**config.mk**
```make
export PLATFORM = sky130hd
export DESIGN_NAME = bldc_commutator
export DESIGN_NICKNAME = d
export VERILOG_FILES = /design/src/rtl/bldc_pkg.sv /design/src/rtl/bldc_step_timer.sv /design/src/rtl/bldc_zc_capture.sv /design/src/rtl/bldc_interval_ctrl.sv /design/src/rtl/bldc_commutator.sv
export SDC_FILE = /design/constraint.sdc
export NUM_CORES = 1
export LEC_CHECK = 0
export ABC_AREA = 1
export BUFFER_PORTS_ARGS = -buffer_cell sky130_fd_sc_hd__buf_2
export CAP_MARGIN = 20
export CORE_ASPECT_RATIO = 0.75
export CORE_UTILIZATION = 58
export DETAILED_ROUTE_END_ITERATION = 6
export PLACE_DENSITY = 0.81
export SETUP_SLACK_MARGIN = 0.2
export SYNTH_ARGS = -nofsm -noshare
export SYNTH_HDL_FRONTEND = slang
export SYNTH_SLANG_ARGS = --single-unit
```
**constraint.sdc**
```tcl
create_clock -name clk -period 5.08 [get_ports clk]
set_input_delay 1.016 -clock clk [delete_from_list [all_inputs] [get_ports clk]]
set_output_delay 1.016 -clock clk [all_outputs]
set_load 0.02 [all_outputs]
```
**src/rtl/bldc_pkg.sv**
```systemverilog
// Shared types and the drive decode table for the six-step commutator.
// Assumes phase order A=bit0, B=bit1, C=bit2.
package bldc_pkg;
    localparam int NUM_STEPS = 6;

    typedef logic [2:0] step_t;

    typedef struct packed {
        logic [2:0] hi;
        logic [2:0] lo;
        logic [1:0] sense;
    } drive_t;

    // Map a state index to its high side, low side and floating phase.
    function automatic drive_t drive_for(step_t s);
        drive_t d;
        case (s)
            3'd0:    d = '{hi: 3'b001, lo: 3'b010, sense: 2'd2};
            3'd1:    d = '{hi: 3'b001, lo: 3'b100, sense: 2'd1};
            3'd2:    d = '{hi: 3'b010, lo: 3'b100, sense: 2'd0};
            3'd3:    d = '{hi: 3'b010, lo: 3'b001, sense: 2'd2};
            3'd4:    d = '{hi: 3'b100, lo: 3'b001, sense: 2'd1};
            3'd5:    d = '{hi: 3'b100, lo: 3'b010, sense: 2'd0};
            default: d = '{hi: 3'b000, lo: 3'b000, sense: 2'd0};
        endcase
        return d;
    endfunction
endpackage

```
**src/rtl/bldc_step_timer.sv**
```systemverilog
// State timer and six-state sequencer.
// Counts cycles within a state and advances the index when the count
// reaches the current interval. Assumes interval >= 1 in normal use.
module bldc_step_timer
    import bldc_pkg::*;
#(
    parameter int CNT_W = 16
) (
    input  logic             clk,
    input  logic             rst_n,
    input  logic             enable,
    input  logic [CNT_W-1:0] interval,
    output logic [CNT_W-1:0] timer,
    output step_t            step,
    output logic             adv
);
    localparam step_t LAST_STEP = step_t'(NUM_STEPS - 1);

    logic [CNT_W:0] timer_next;

    // Offset the state will have in the next cycle, one bit wider to avoid wrap.
    always_comb begin
        timer_next = {1'b0, timer} + {{CNT_W{1'b0}}, 1'b1};
        adv        = enable && (timer_next >= {1'b0, interval});
    end

    // Advance the offset counter and the state index.
    always_ff @(posedge clk) begin
        if (!rst_n || !enable) begin
            timer <= '0;
            step  <= '0;
        end else if (adv) begin
            timer <= '0;
            step  <= (step == LAST_STEP) ? step_t'(0) : step + step_t'(1);
        end else begin
            timer <= timer_next[CNT_W-1:0];
        end
    end

    AST_STEP_RANGE: assert property (@(posedge clk) disable iff (!rst_n)
        step <= LAST_STEP);
    AST_STEP_WRAP: assert property (@(posedge clk) disable iff (!rst_n)
        (adv && step == LAST_STEP) |=> (step == step_t'(0)));
    AST_STEP_HOLD: assert property (@(posedge clk) disable iff (!rst_n)
        (enable && !adv) |=> $stable(step));
endmodule

```
**src/rtl/bldc_zc_capture.sv**
```systemverilog
// Zero-crossing timer for the floating phase.
// Records the state offset of the first valid comparator change in each
// state. Assumes bemf_cmp is already synchronized to clk.
module bldc_zc_capture #(
    parameter int CNT_W    = 16,
    parameter int MASK_CYC = 4
) (
    input  logic             clk,
    input  logic             rst_n,
    input  logic             enable,
    input  logic             bemf_cmp,
    input  logic [CNT_W-1:0] timer,
    input  logic             adv,
    output logic             zc_seen,
    output logic [CNT_W-1:0] zc_time
);
    localparam logic [CNT_W-1:0] MASK_LIM = CNT_W'(MASK_CYC);

    logic cmp_q;
    logic edge_ok;

    // Accept a change only outside the blanking window, not in the last cycle.
    always_comb begin
        edge_ok = enable && !adv && !zc_seen
               && (bemf_cmp != cmp_q) && (timer >= MASK_LIM);
    end

    // Previous comparator level for change detection.
    always_ff @(posedge clk) begin
        if (!rst_n) cmp_q <= 1'b0;
        else        cmp_q <= bemf_cmp;
    end

    // Latch the first accepted crossing; clear at every state boundary.
    always_ff @(posedge clk) begin
        if (!rst_n) begin
            zc_seen <= 1'b0;
            zc_time <= '0;
        end else if (!enable || adv) begin
            zc_seen <= 1'b0;
        end else if (edge_ok) begin
            zc_seen <= 1'b1;
            zc_time <= timer;
        end
    end

    AST_MASK_WINDOW: assert property (@(posedge clk) disable iff (!rst_n)
        $rose(zc_seen) |-> ($past(timer) >= MASK_LIM));
    AST_FIRST_EDGE: assert property (@(posedge clk) disable iff (!rst_n)
        (zc_seen && enable) |=> $stable(zc_time));
endmodule

```
**src/rtl/bldc_interval_ctrl.sv**
```systemverilog
// Commutation interval update and missed-crossing counter.
// At each state boundary loads twice the crossing time, clamped to
// [interval_min, interval_max], or keeps the interval on a miss.
// Assumes interval_min <= interval_max.
module bldc_interval_ctrl #(
    parameter int CNT_W = 16,
    parameter int ERR_W = 8
) (
    input  logic             clk,
    input  logic             rst_n,
    input  logic             adv,
    input  logic             zc_seen,
    input  logic [CNT_W-1:0] zc_time,
    input  logic [CNT_W-1:0] interval_min,
    input  logic [CNT_W-1:0] interval_max,
    output logic [CNT_W-1:0] interval,
    output logic [ERR_W-1:0] miss_count
);
    localparam logic [ERR_W-1:0] MISS_SAT = '1;

    logic [CNT_W:0]   doubled;
    logic [CNT_W-1:0] clamped;

    // Twice the crossing offset, pulled into the programmed window.
    always_comb begin
        doubled = {zc_time, 1'b0};
        if (doubled < {1'b0, interval_min})      clamped = interval_min;
        else if (doubled > {1'b0, interval_max}) clamped = interval_max;
        else                                      clamped = doubled[CNT_W-1:0];
    end

    // Update interval or count a miss at each state boundary.
    always_ff @(posedge clk) begin
        if (!rst_n) begin
            interval   <= interval_max;
            miss_count <= '0;
        end else if (adv) begin
            if (zc_seen)                     interval   <= clamped;
            else if (miss_count != MISS_SAT) miss_count <= miss_count + 1'b1;
        end
    end

    AST_CLAMP_RANGE: assert property (@(posedge clk) disable iff (!rst_n)
        (adv && zc_seen) |=> (interval >= $past(interval_min)
                           && interval <= $past(interval_max)));
    AST_MISS_HOLD: assert property (@(posedge clk) disable iff (!rst_n)
        (adv && !zc_seen) |=> $stable(interval));
    AST_MISS_COUNT: assert property (@(posedge clk) disable iff (!rst_n)
        (adv && !zc_seen && miss_count != MISS_SAT)
            |=> (miss_count == $past(miss_count) + 1'b1));
endmodule

```
**src/rtl/bldc_commutator.sv**
```systemverilog
// Sensorless six-step commutator top level.
// Ties the state timer, crossing capture and interval control together and
// gates the decoded bridge enables with enable and pwm_on.
// Assumes the caller routes the phase named by sense_sel to bemf_cmp.
module bldc_commutator
    import bldc_pkg::*;
#(
    parameter int CNT_W    = 16,
    parameter int MASK_CYC = 4,
    parameter int ERR_W    = 8
) (
    input  logic             clk,
    input  logic             rst_n,
    input  logic             enable,
    input  logic             pwm_on,
    input  logic             bemf_cmp,
    input  logic [CNT_W-1:0] interval_min,
    input  logic [CNT_W-1:0] interval_max,
    output logic [2:0]       hi_en,
    output logic [2:0]       lo_en,
    output logic [1:0]       sense_sel,
    output logic [2:0]       step,
    output logic [CNT_W-1:0] interval,
    output logic [ERR_W-1:0] miss_count
);
    logic [CNT_W-1:0] timer;
    logic             adv;
    logic             zc_seen;
    logic [CNT_W-1:0] zc_time;
    drive_t           drv;

    bldc_step_timer #(.CNT_W(CNT_W)) u_timer (
        .clk      (clk),
        .rst_n    (rst_n),
        .enable   (enable),
        .interval (interval),
        .timer    (timer),
        .step     (step),
        .adv      (adv)
    );

    bldc_zc_capture #(.CNT_W(CNT_W), .MASK_CYC(MASK_CYC)) u_zc (
        .clk      (clk),
        .rst_n    (rst_n),
        .enable   (enable),
        .bemf_cmp (bemf_cmp),
        .timer    (timer),
        .adv      (adv),
        .zc_seen  (zc_seen),
        .zc_time  (zc_time)
    );

    bldc_interval_ctrl #(.CNT_W(CNT_W), .ERR_W(ERR_W)) u_ival (
        .clk          (clk),
        .rst_n        (rst_n),
        .adv          (adv),
        .zc_seen      (zc_seen),
        .zc_time      (zc_time),
        .interval_min (interval_min),
        .interval_max (interval_max),
        .interval     (interval),
        .miss_count   (miss_count)
    );

    // Decode the state and gate the bridges with run and duty.
    always_comb begin
        drv       = drive_for(step);
        sense_sel = drv.sense;
        hi_en     = (enable && pwm_on) ? drv.hi : 3'b000;
        lo_en     = (enable && pwm_on) ? drv.lo : 3'b000;
    end

    AST_NO_SHOOT_THRU: assert property (@(posedge clk) disable iff (!rst_n)
        (hi_en & lo_en) == 3'b000);
    AST_PWM_GATE: assert property (@(posedge clk) disable iff (!rst_n)
        (!pwm_on || !enable) |-> (hi_en == 3'b000 && lo_en == 3'b000));
    AST_ONE_PER_SIDE: assert property (@(posedge clk) disable iff (!rst_n)
        $onehot0(hi_en) && $onehot0(lo_en));
endmodule

```
==> run summary, run 1 <==
The buffer count from post-CTS setup fixing came out at 0. The final period utilization came out at 0.698. The vias after detailed routing is 4476. The number of different library cells used by synthesis comes to 41. The sort of element at the end of the critical path is a register. The fraction of the core area covered by cells at the end of the flow is 0.693. Setup repair after global routing left no endpoint under its margin.

The worst-case headroom to the max-slew limit is 0.528. The final routed wirelength across all metal layers is 11400 um. The net count reported at finish came out at 841. The min-delay analysis places its worst path in the category register to register.

Once placement finished, the instance area stood at 0.00505 mm^2. The yosys synthesis warning count is 0. The transition time of the tightest slew-check pin is 0.708 ns.

The H-tree was split into 3 levels. The final-report hold violation count came out at 0. The upper clock frequency limit is 282 MHz.

The count of hold buffers inserted by post-cts repair came out at 0. The clock root buffer is clkbuf_8. The number of maximum-capacitance violations is 0.

Dividing the synthesized area by the synthesized cell count gives 6.76 um^2. The die covers 0.00838 mm^2. For met3 alone, demand over resource in global routing was 0.0433. The wire length per cell came out at 13.3 um.

The clock latency on the worst-skew pair is 0.34 ns. The CTS buffer count is 9. Before antenna repair, the detailed router went through 5 iterations. In the global route stage, overall resource usage came out at 0.288. The number of nets with antenna violations after detailed routing came out at 0.

The quantity of I/O buffers inserted on ports came out at 71. The fraction of final layout cells sized beyond drive strength 1 is 0.149. The number of gates resized after cts is 0. The vias per cell is 5.21. The worst path in the final design needs a cycle of 3.55 ns, including I/O delays and setup. For this design the static power due to leakage is 2.94 nW. The die is 105 um wide. After synthesis, the share of flip-flops with an asynchronous set or reset is 0. The final-report max-slew violation count is 0. The core area came out at 0.00753 mm^2. For the worst setup path, the data required time is 5.11 ns. The reg2reg setup slack is 1.53 ns. The sequential fraction of the synthesis area came out at 0.297. The number of rows created at floorplan came out at 27. The top-level I/O count came out at 72. The filler cell count in the final layout is 666.

The first-pass GRT wire length is 19000 um. The critical path start-end classification is register to register. Along the worst path, the maximum fanout reaches 16. The worst endpoint data arrival time came out at 3.57 ns. The number of remaining DRC errors is 0. The type of origin of the critical path is a register. met2 is the most crowded layer. The global routing met1 resource utilization is 0.415. The clock edge transition at the registers on the reported setup and hold paths is 0.07 ns. The estimated wirelength of the detail-placed design came out at 8940 um. The total standard cell area after synthesis is 0.00465 mm^2. The total non-filler cell area in the finished layout came out at 0.00522 mm^2. The area growth from synthesis to final layout came out at 12.4%.

The sum of overflow across all layers after global routing came out at 0. The number of nets in the synthesized netlist is 775. The predominant post-synthesis flop cell is dfxtp_1. The initial antenna violation count was 0. The number of global-route vias before repair is 4057.

Across the VDD grid, the largest voltage drop is 95.7 uV. TritonCTS built the clock tree. The synthesized flop and latch total came out at 61. The final worst clock skew is 0.0102 ns. The number of enable flip-flop cells after synthesis came out at 16. The CTS sink count is 61. The antenna diode count came out at 0. The initial core utilization came out at 0.617. The gate count of the mapped netlist is 688. The congestion estimate from routability-driven global placement came to 0.857. Power spread over the standard cell area amounts to 199 mW/mm^2. In this run the vertical extent of the chip is 79.5 um. The pin count of the biggest net entering global routing came out at 38. The detailed router's first-iteration violation count is 288. The global routing usage on met2 is 0.443.

In this run the deepest clock path goes through 2 buffers. The final setup violation count is 0. For the final routed database, the setup TNS stands at 0 ns. The run finished with clean final reports.
## worst paths after layout
kind,from,cells after the start,endpoint
max reg2reg,u_timer.timer[0]$_SDFF_PP0_,21,u_ival.interval[2]$_DFFE_PP_
max,u_timer.timer[0]$_SDFF_PP0_,21,u_ival.interval[2]$_DFFE_PP_
min reg2reg,u_ival.miss_count[3]$_SDFFE_PN0P_,2,u_ival.miss_count[3]$_SDFFE_PN0P_
min,u_ival.miss_count[3]$_SDFFE_PN0P_,2,u_ival.miss_count[3]$_SDFFE_PN0P_
## layout make-up
type | count | area, um^2 | share of cell area
Clock buffer | 11 | 153 | 0.0292
Clock inverter | 4 | 21.3 | 0.00407
Inverter | 124 | 468 | 0.0896
Multi-Input combinational cell | 486 | 2710 | 0.519
Sequential cell | 61 | 1380 | 0.264
Tap cell | 101 | 126 | 0.0242
Timing Repair Buffer | 72 | 363 | 0.0695
## cells by family (layout without fill, tap and decap cells)
logic type      count (synthesis)  after routing  share of synthesized area
compound gates                 55             55                     0.0622
xor+xnor                       14             14                     0.0280
fa+ha+maj                      50             50                      0.135
buf+inv                       141            211                      0.120
flops                          61             61                      0.297
simple gates                  367            367                      0.359
## cell usage after synthesis, drive strengths merged (8+ instances only)
cell	instances	share of area
nand3	52	0.062
o21ai	23	0.025
nand2	176	0.15
edfxtp	16	0.10
a21oi	26	0.028
clkbuf	9	0.0073
inv	124	0.10
buf	8	0.012
nand4	28	0.039
dfxtp	45	0.19
nor2	93	0.086
nor3	10	0.012
ha	50	0.13
xor2	13	0.026
## registers in the layout, indices dropped and copies added, names as in the netlist
name and flops:
u_timer.timer 16, u_zc.cmp_q 1, u_timer.step 3, u_zc.zc_seen 1, u_zc.zc_time 16, u_ival.interval 16
u_ival.miss_count 8
## per-layer routing
layer / up-vias / routed length [um] / part of all wire
met4: 0 / 165 / 0.014
met1: 1965 / 5530 / 0.49
met2: 175 / 4870 / 0.43
met3: 17 / 824 / 0.072
li1: 2319 / - / -
met5: - / 0 / 0
## power breakdown
group | leakage (nW) | switching (mW) | total, mW | internal [mW]
Clock | 0.0944 | 0.190 | 0.392 | 0.202
Combinational | 2.33 | 0.0816 | 0.126 | 0.0445
Sequential | 0.522 | 0.00906 | 0.520 | 0.511
## metrics by stage
| stage | power [mW] | instances | hold slack [ns] | setup WS [ns] |
|---|---|---|---|---|
| after floorplan | 0.608 | 688 | 0.455 | 0.994 |
| after global placement | 0.651 | 844 | 0.471 | 1.75 |
| after detailed placement | 0.655 | 844 | 0.487 | 1.56 |
| after CTS | 1.04 | 859 | 0.496 | 1.53 |
| after global routing | 1.08 | 859 | 0.522 | 1.18 |
| final | 1.04 | 859 | 0.498 | 1.53 |
## critical path, cell delays in order (launching register included)
cell and delay, ns:
dfxtp_1 0.43, ha_1 0.20, nand2_1 0.07, inv_2 0.08
nand2_2 0.08, nor3_2 0.18, nor3b_1 0.34, nand2_1 0.11
xor2_1 0.19, inv_1 0.06, ha_1 0.29, nand2_1 0.07
inv_2 0.06, nand2_1 0.06, nor2_1 0.09, nor2_1 0.05
nor2_1 0.16, nor2_4 0.05, nand3_4 0.16, nand2_4 0.10
o21ai_1 0.13, buf_4 0.25
## layout by cell type (no fill, tap or decap), types with 2 or more instances in the layout
cell	synthesis	layout
o21ai_0	22	21
a21o_1	2	2
nor2_1	86	86
nand4_1	27	27
nand2_2	4	4
nor4_1	2	2
nor2_4	4	4
clkinv_2	0	3
nand2_1	170	170
buf_2	4	71
edfxtp_1	16	16
nor2_2	2	2
nand2_4	2	2
nand3_2	3	3
inv_2	3	3
inv_1	120	120
a21oi_1	26	26
o21ai_1	1	2
or2_2	2	2
clkbuf_8	0	9
nor3b_1	2	2
nor3_1	9	9
ha_1	50	50
dfxtp_1	45	45
inv_4	1	2
nand3_1	48	48
xor2_1	12	12
Power figures use the tool's default switching activity.
==> inputs of run 2 (changes only) <==
ABC_AREA = 0   (was 1)
PLACE_DENSITY = 0.82   (was 0.81)
clock period = 3.5 ns   (was 5.08 ns; I/O delays follow)
==> run 2 against run 1 <==
Hold slack got worse by 0.0046 ns. Synthesized cell count shrank 25%. Critical path depth fell by 8. Total power rose by 62%. Combinational power rose by 70%. First-iteration DRC count grew 1.7%. Critical path type unchanged. Critical endpoint unchanged. Largest power group unchanged.
==> run summary, run 2 <==
The run finished with clean final reports. The initial antenna violation count is 0. The worst-case headroom to the max-slew limit came out at 0.511. Counting every instance in the synthesized netlist gives 517. Of the post-synthesis cell area, the dominant cell type holds 0.203. The largest registers in the layout are u_ival.interval x16, u_timer.timer x16, u_zc.zc_time x16. The cell type group with the largest total delay on the critical path is simple AND/OR/NAND/NOR gates. The final setup violation count came out at 0.

Across every metal layer, demand over resource in global routing totals 0.299. The die is 77.7 um tall. The final critical-path setup slack came out at 0.129 ns. The worst-case setup slack after placement came out at -0.0524 ns. The first detailed-routing pass ran for 7 iterations.

CTS placed an instance of clkbuf_8 at the clock tree root. The slowest stage of the critical path is the dfxtp_4 cell. The critical path required time is 3.57 ns.

Ranked by total cell area, the synthesized netlist is headed by dfxtp_1 (20%), ha_1 (14%), edfxtp_1 (11%). The power density relative to cell area is 312 mW/mm^2. The XOR/XNOR share of the synthesized area is 0.0316. The sequential fraction of the synthesis area is 0.312.

The final critical delay including setup and external delays is 3.37 ns. The total buffers and inverters traversed by the critical path is 1. The first global-routing pass estimated 18500 um of wire. The final-report hold violation count is 0.

Of the total power, the share spent switching nets is 0.248. Along the worst path, the maximum fanout reaches 8. The most common cell in the synthesized netlist is nand2_1.

The detailed router's first-iteration violation count is 293. The estimated wirelength of the detail-placed design is 8170 um. Of the total synthesized cell area, the portion taken by AND, OR, NAND and NOR gates is 0.234. Summed over all nets, the switching power comes to 0.418 mW. Leaving out fill and tap cells, the most frequent cells in the layout are nand2_1 (73), buf_2 (71), inv_1 (57). The clock latency on the worst-skew pair came out at 0.35 ns. The number of instances in the placed design came out at 673. The dominant cell type by area after synthesis is dfxtp_1. The worst setup path is launched from a register. The class of the worst hold path is register to register.

In the synthesized netlist the dominant register cell turns out to be dfxtp_1. The total non-filler cell area in the finished layout came out at 0.00540 mm^2. Sorting the synthesized cells by how often they occur yields nand2_1 (76), inv_1 (57), ha_1 (50), dfxtp_1 (45), nand4_1 (29). The CTS buffer count came out at 9. The final-report max-slew violation count is 0. The yosys synthesis warning count is 0. STA classifies the critical path endpoint as a register.

The weighted congestion reported at the end of routability-driven placement came out at 0.889. Adding up every negative setup slack in the final design gives 0 ns. After synthesis, the largest family of logic cells by area is simple AND/OR/NAND/NOR gates. By startpoint and endpoint, the worst setup path is classified as register to register.

The leakage component of the power came out at 2.43 nW. The net count reported at finish came out at 686. The filler cell count in the final layout is 530. The number of rows created at floorplan is 27. Of the total power, combinational logic draws 0.127. The hold-critical path depth came out at 2.

The vias per cell came out at 6.05. The highest ir drop seen on vdd is 238 uV. The number of different library cells in the post-synthesis netlist is 53. For the pin with the worst max-slew slack, the measured transition is 0.714 ns. Of the cells placed in the final design, the portion with a size suffix greater than 1 is 0.252. The die covers 0.00800 mm^2. The post-synth net total is 604. The number of hold buffers added after CTS was 0. The number of cells on the critical path is 13. The average instance area after synthesis is 8.57 um^2.

The final worst clock skew came out at 0.0107 ns. The clock tree from TritonCTS is built. The worst hold margin came out at 0.493 ns.

Based on the critical path, the design can be clocked at up to 297 MHz. Dividing the detail-routed wire length by the instance count gives 16.9 um. The worst endpoint data arrival time is 3.44 ns. For this configuration, the core starts out at a cell density of 0.602.

In the finished design, the share of the clock period the worst path needs comes to 0.963. No sink is reached through more buffers than the 2 on the longest clock path. Of the total synthesized cell area, the portion taken by full adders, half adders and majority gates is 0.141. Pin placement for this block handled 72 I/O pins. After clock tree synthesis, the clock-pin slew on the worst setup and hold paths is 0.07 ns. Setup repair after global routing could not meet its margin everywhere.

Traced cell by cell, the critical path runs through ha_4 -> nand2_2 -> nor4_4 -> nand4_1 -> xnor2_2 -> ha_1 -> nand4_1 -> or2_4 -> nor3b_2 -> a211o_2 -> o211ai_1 -> nand2_2 -> clkbuf_16. For flop-to-flop paths, the worst setup slack is 0.13 ns. The number of enable flip-flop cells after synthesis came out at 16.

The worst stage delay on the critical path is 0.39 ns. The vias after detailed routing came out at 4266. The area growth from synthesis to final layout is 21.9%.

The number of global-route vias before repair is 3923. Entering global routing, the biggest net connects 37 pins. The synthesized flop and latch total is 61. The compound-gate portion of the synthesized area came out at 0.152. The total standard cell area after synthesis is 0.00443 mm^2. In the synthesized netlist the async set-or-reset flop fraction comes to 0. The share of total power dissipated in sequential elements is 0.449.

Counting every sink on the clock net gives 61. The portion of synthesized area spent on multiplexers is 0.0565. The library cell used most frequently in the layout, excluding fill and tap cells, is nand2_1. The number of remaining DRC errors came out at 0. The worst reg2reg path depth came out at 13. The depth of the CTS H-tree came out at 3. The final routed wirelength across all metal layers is 11900 um. The number of nets with antenna violations after detailed routing came out at 0. The antenna diode count is 0.

The clock network fraction of design power is 0.424. The floorplan step defined a core boundary enclosing 0.00736 mm^2. The sum of overflow across all layers after global routing is 0. The floorplan die width came out at 103 um.

Across the run, the number of max-cap violations was 0. The final instance count without filler cells came out at 705. The internal power summed over all cells came out at 1.27 mW. The quantity of I/O buffers inserted on ports is 71. In this run the cell area measured after placement is 0.00489 mm^2.
==> run 2: layout make-up <==
| type | count | area (um^2) | share of cell area |
|---|---|---|---|
| inverter | 57 | 214 | 0.0396 |
| clock buffer | 12 | 155 | 0.0287 |
| multi-input combinational | 374 | 2830 | 0.524 |
| tap | 101 | 126 | 0.0234 |
| sequential | 61 | 1400 | 0.259 |
| timing repair buffer | 96 | 606 | 0.112 |
| clock inverter | 4 | 70.1 | 0.0130 |
==> run 2: cell families (layout without fill, tap and decap cells) <==
group,after synthesis,in the layout
AND/OR/NAND/NOR,199,199
AO/OA/AOI/OAI,84,84
buffers and inverters,82,169
flip-flops,61,61
adder cells (fa/ha/maj),50,50
multiplexers,25,25
XOR/XNOR,16,16
==> run 2: metrics by stage <==
step | power (mW) | util
2_1_floorplan | 0.900 | -
3_3_place_gp | 0.970 | 0.664
3_5_place_dp | 0.976 | 0.664
4_1_cts | 1.68 | 0.708
5_1_grt | 1.74 | 0.733
6_report | 1.69 | 0.733
==> run 2: what timing repair did <==
item,in CTS,in global routing
endpoints found under the hold margin,0,0
setup buffers,5,9
endpoints found under the setup margin,50,60
cloned,1,1
gates resized for setup,9,27
pin swaps,4,15
==> run 2: worst reg2reg max path: stages (launching register included) <==
cell and delay (ns):
dfxtp_4 0.39, ha_4 0.15, nand2_2 0.08, nor4_4 0.34, nand4_1 0.23, xnor2_2 0.20, ha_1 0.34, nand4_1 0.17
or2_4 0.31, nor3b_2 0.20, a211o_2 0.19, o211ai_1 0.13, nand2_2 0.17, clkbuf_16 0.18
==> run 2: routing by layer <==
metal	share of wire	GRT usage	up-vias
met2	0.47	0.471	234
li1	-	-	2014
met1	0.42	0.398	1977
met4	0.030	0.115	0
met3	0.085	0.0667	41
met5	0	0	-
==> run 2: power groups by stage <==
stage	Combinational (mW)	Clock, mW	Sequential, mW
global route	0.237	0.750	0.758
global placement	0.198	0	0.772
floorplan	0.106	0	0.794
CTS	0.205	0.714	0.758
finish	0.214	0.715	0.756
detailed placement	0.203	0	0.774
==> run 2: worst paths after layout <==
path / end / from
worst max-delay path: u_ival.interval[2]$_DFFE_PP_ / u_timer.timer[1]$_SDFF_PP0_
worst min-delay path: u_ival.miss_count[5]$_SDFFE_PN0P_ / u_ival.miss_count[5]$_SDFFE_PN0P_
worst max register to register: u_ival.interval[2]$_DFFE_PP_ / u_timer.timer[1]$_SDFF_PP0_
worst min register to register: u_ival.miss_count[5]$_SDFFE_PN0P_ / u_ival.miss_count[5]$_SDFFE_PN0P_
==> inputs of run 3 (changes only) <==
ABC_AREA = 1   (was 0)
PLACE_DENSITY = 0.81   (was 0.82)
==> run 3 against run 2 <==
Utilization up 2.9 points. Cell area is 6.3% higher. Hold slack worse by 0.0059 ns. Largest cell class unchanged. Combinational power fell by 8%. Cell count rose by 26%. Clock power hardly changed. Die area grew 4.8%. Global-route usage decreased by 0.26 points. Via count up 15%.
==> run summary, run 3 (synthesis results as in run 1) <==
The startpoint identified for the worst register-to-register timing path is u_timer.timer[0]$_SDFF_PP0_. The wire length per cell came out at 15.1 um. The upper clock frequency limit is 300 MHz. The CTS sink count came out at 61. The initialized floorplan defines 27 standard-cell rows. The clock tree from TritonCTS is built. The total buffers and inverters traversed by the critical path came out at 6. The final-report hold violation count came out at 0.

The root buffer cell chosen for the clock tree is clkbuf_8. The depth of the CTS H-tree came out at 3. The worst endpoint data arrival time is 3.39 ns. The leakage component of the power came out at 3.18 nW. The detailed router's first-iteration violation count is 328. The reg2reg setup slack came out at 0.17 ns. Setup repair after global routing could not meet its margin everywhere. Walking the worst path, the cells encountered are ha_4 -> nand2_2 -> inv_2 -> nand2_4 -> nor3_4 -> nor3b_4 -> buf_4 -> xor2_2 -> inv_2 -> ha_4 -> nand2_2 -> inv_2 -> nand3_1 -> inv_1 -> nand2_1 -> nand3_4 -> nand2_4 -> o21ai_4 -> clkbuf_16.

The number of remaining DRC errors is 0. The master of the slowest instance on the critical path is dfxtp_4. The run finished with clean final reports. The core area is 0.00753 mm^2. The worst setup path is of the register to register kind. During placement, the flow inserted port buffers numbering 71.

The most common cell after layout, fill and taps aside is nand2_1. The largest registers in the layout are u_ival.interval x16, u_timer.timer x16, u_zc.zc_time x16. The initial antenna violation count was 0.

Counting instances, the worst hold path has a depth of 1. After clock tree synthesis, the flow added hold-fix buffers numbering 0. Counting stages on the worst path, the most repeated cell is inv_2. The worst-case headroom to the max-slew limit is 0.397.

In this run the deepest clock path goes through 2 buffers. The cell type group with the largest total delay on the critical path is simple AND/OR/NAND/NOR gates. The weighted congestion reported at the end of routability-driven placement is 0.900.

The power density relative to cell area came out at 291 mW/mm^2. The final setup violation count is 0. The CTS buffer count is 9. The first-pass GRT wire length is 19500 um. Entering global routing, the biggest net connects 38 pins. STA puts the critical path data required time at 3.56 ns. The transition time of the tightest slew-check pin came out at 0.901 ns. The highest ir drop seen on vdd came out at 178 uV. The number of global-route vias before repair came to 4239. The post-place instance area came out at 0.00510 mm^2. The worst setup path is captured at a register.

The startpoint of the lowest-slack hold path is u_timer.timer[0]$_SDFF_PP0_. The worst path meets setup with 0.168 ns of slack. The first TritonRoute pass finished after 5 iterations. The final period utilization is 0.952. The clock latency on the worst-skew pair came out at 0.35 ns. The clock arrives with 0.0104 ns of skew.

The total power draw is 1.67 mW. In this run the critical register-to-register path is captured at u_ival.interval[9]$_DFFE_PP_. In the global route stage, overall resource usage came out at 0.297. Pin placement for this block handled 72 I/O pins.

The worst stage delay on the critical path is 0.39 ns. The worst-case setup slack after placement came out at 0.0836 ns. The number of maximum-capacitance violations is 0. The final routed wirelength across all metal layers came out at 13400 um.

The min-delay analysis places its worst path in the category register to register. The setup TNS is 0 ns. In the routed layout, each cell is associated on average with a via count of 5.51.

The clock edge transition at the registers on the reported setup and hold paths came out at 0.07 ns. The die height is 79.5 um. The area growth from synthesis to final layout came out at 23.5%. For this run the aggregate overflow at the end of global routing stands at 0. The die covers 0.00838 mm^2. The fraction of final layout cells sized beyond drive strength 1 is 0.224. The detail route stage leaves a number of antenna-violating nets equal to 0.

The top cell types in the final layout, fill and taps aside, are nand2_1 (160), inv_1 (118), nor2_1 (79). The largest fanout of any net on the critical path is 8. The vias after detailed routing came out at 4886. The estimated wirelength of the detail-placed design came out at 9050 um. Once layout is done, the placed cells without fillers occupy 0.00574 mm^2. The antenna diode count came out at 0. The floorplan die width is 105 um. STA classifies the critical path startpoint as a register. The tightest hold path in the finished design has a slack of 0.487 ns.

The initial core utilization came out at 0.617. The filler cell count in the final layout is 537. The final-report max-slew violation count is 0.

The worst reg2reg path depth is 19. The net count reported at finish is 868. The worst hold path terminates at u_timer.timer[0]$_SDFF_PP0_. The final critical delay including setup and external delays came out at 3.33 ns. The number of cells on the critical path came out at 19.
run 3: cell types whose count changed in the layout (fill, tap and decap cells not counted), sizes merged, moves of 16 or more:
cell / delta
mux2i: -25
nand3: +35
nor2: +80
nand2: +100
inv: +67
o21ai: +16
run 3: power breakdown:
group | internal, mW | total [mW] | switching [mW]
Clock | 0.435 | 0.717 | 0.283
Combinational | 0.0719 | 0.197 | 0.125
Sequential | 0.741 | 0.755 | 0.0143
Total | 1.25 | 1.67 | 0.422
run 3: cell type report:
type,instances,area [um^2],area share
multi-input cells,488,2910,0.507
flip-flops and latches,61,1390,0.243
repair buffers,97,609,0.106
inverters,124,470,0.0819
clock buffers,14,195,0.0340
well taps,101,126,0.0220
clock inverters,2,35.0,0.00610
run 3: worst max-delay path by stage:
stage | from | slack, ns | endpoint
global route | u_timer.timer[0]$_SDFF_PP0_ | -0.01 | u_zc.zc_time[2]$_SDFFE_PN0P_
global placement | u_timer.timer[0]$_SDFF_PP0_ | 0.22 | u_ival.interval[1]$_DFFE_PP_
floorplan | u_timer.timer[0]$_SDFF_PP0_ | 0.30 | u_ival.interval[0]$_DFFE_PP_
finish | u_timer.timer[0]$_SDFF_PP0_ | 0.17 | u_ival.interval[9]$_DFFE_PP_
CTS | u_timer.timer[0]$_SDFF_PP0_ | 0.21 | u_ival.interval[4]$_DFFE_PP_
detailed placement | u_timer.timer[0]$_SDFF_PP0_ | 0.08 | u_ival.interval[1]$_DFFE_PP_
run 3: what timing repair did:
action                                 CTS  global route
endpoints found under the hold margin    0             0
gates resized for setup                  3            51
buffers inserted                         0            20
gates cloned                             0             3
pin swaps                                0            25
setup endpoints to repair               51            60
run 3: worst register-to-register path: cells and delay by family (launching register included):
kind / cells / cell delay [ns]
AOI/OAI and AO/OA: 1 / 0.23
xor gates and xnor gates: 1 / 0.18
adders and majority gates: 2 / 0.42
buffers and inverters: 6 / 0.64
DFF: 1 / 0.39
and+or+nand+nor: 9 / 1.19
run 3: through the flow:
| step | instances | util |
|---|---|---|
| floorplan | 688 | - |
| global placement | 848 | 0.677 |
| detailed placement | 848 | 0.677 |
| CTS | 864 | 0.710 |
| global route | 887 | 0.762 |
| finish | 887 | 0.762 |
run 3: layer usage:
| layer | part of all wire | track usage |
|---|---|---|
| met4 | 0.016 | 0.100 |
| met5 | 0 | 0 |
| met2 | 0.45 | 0.477 |
| met3 | 0.10 | 0.0514 |
| met1 | 0.43 | 0.404 |
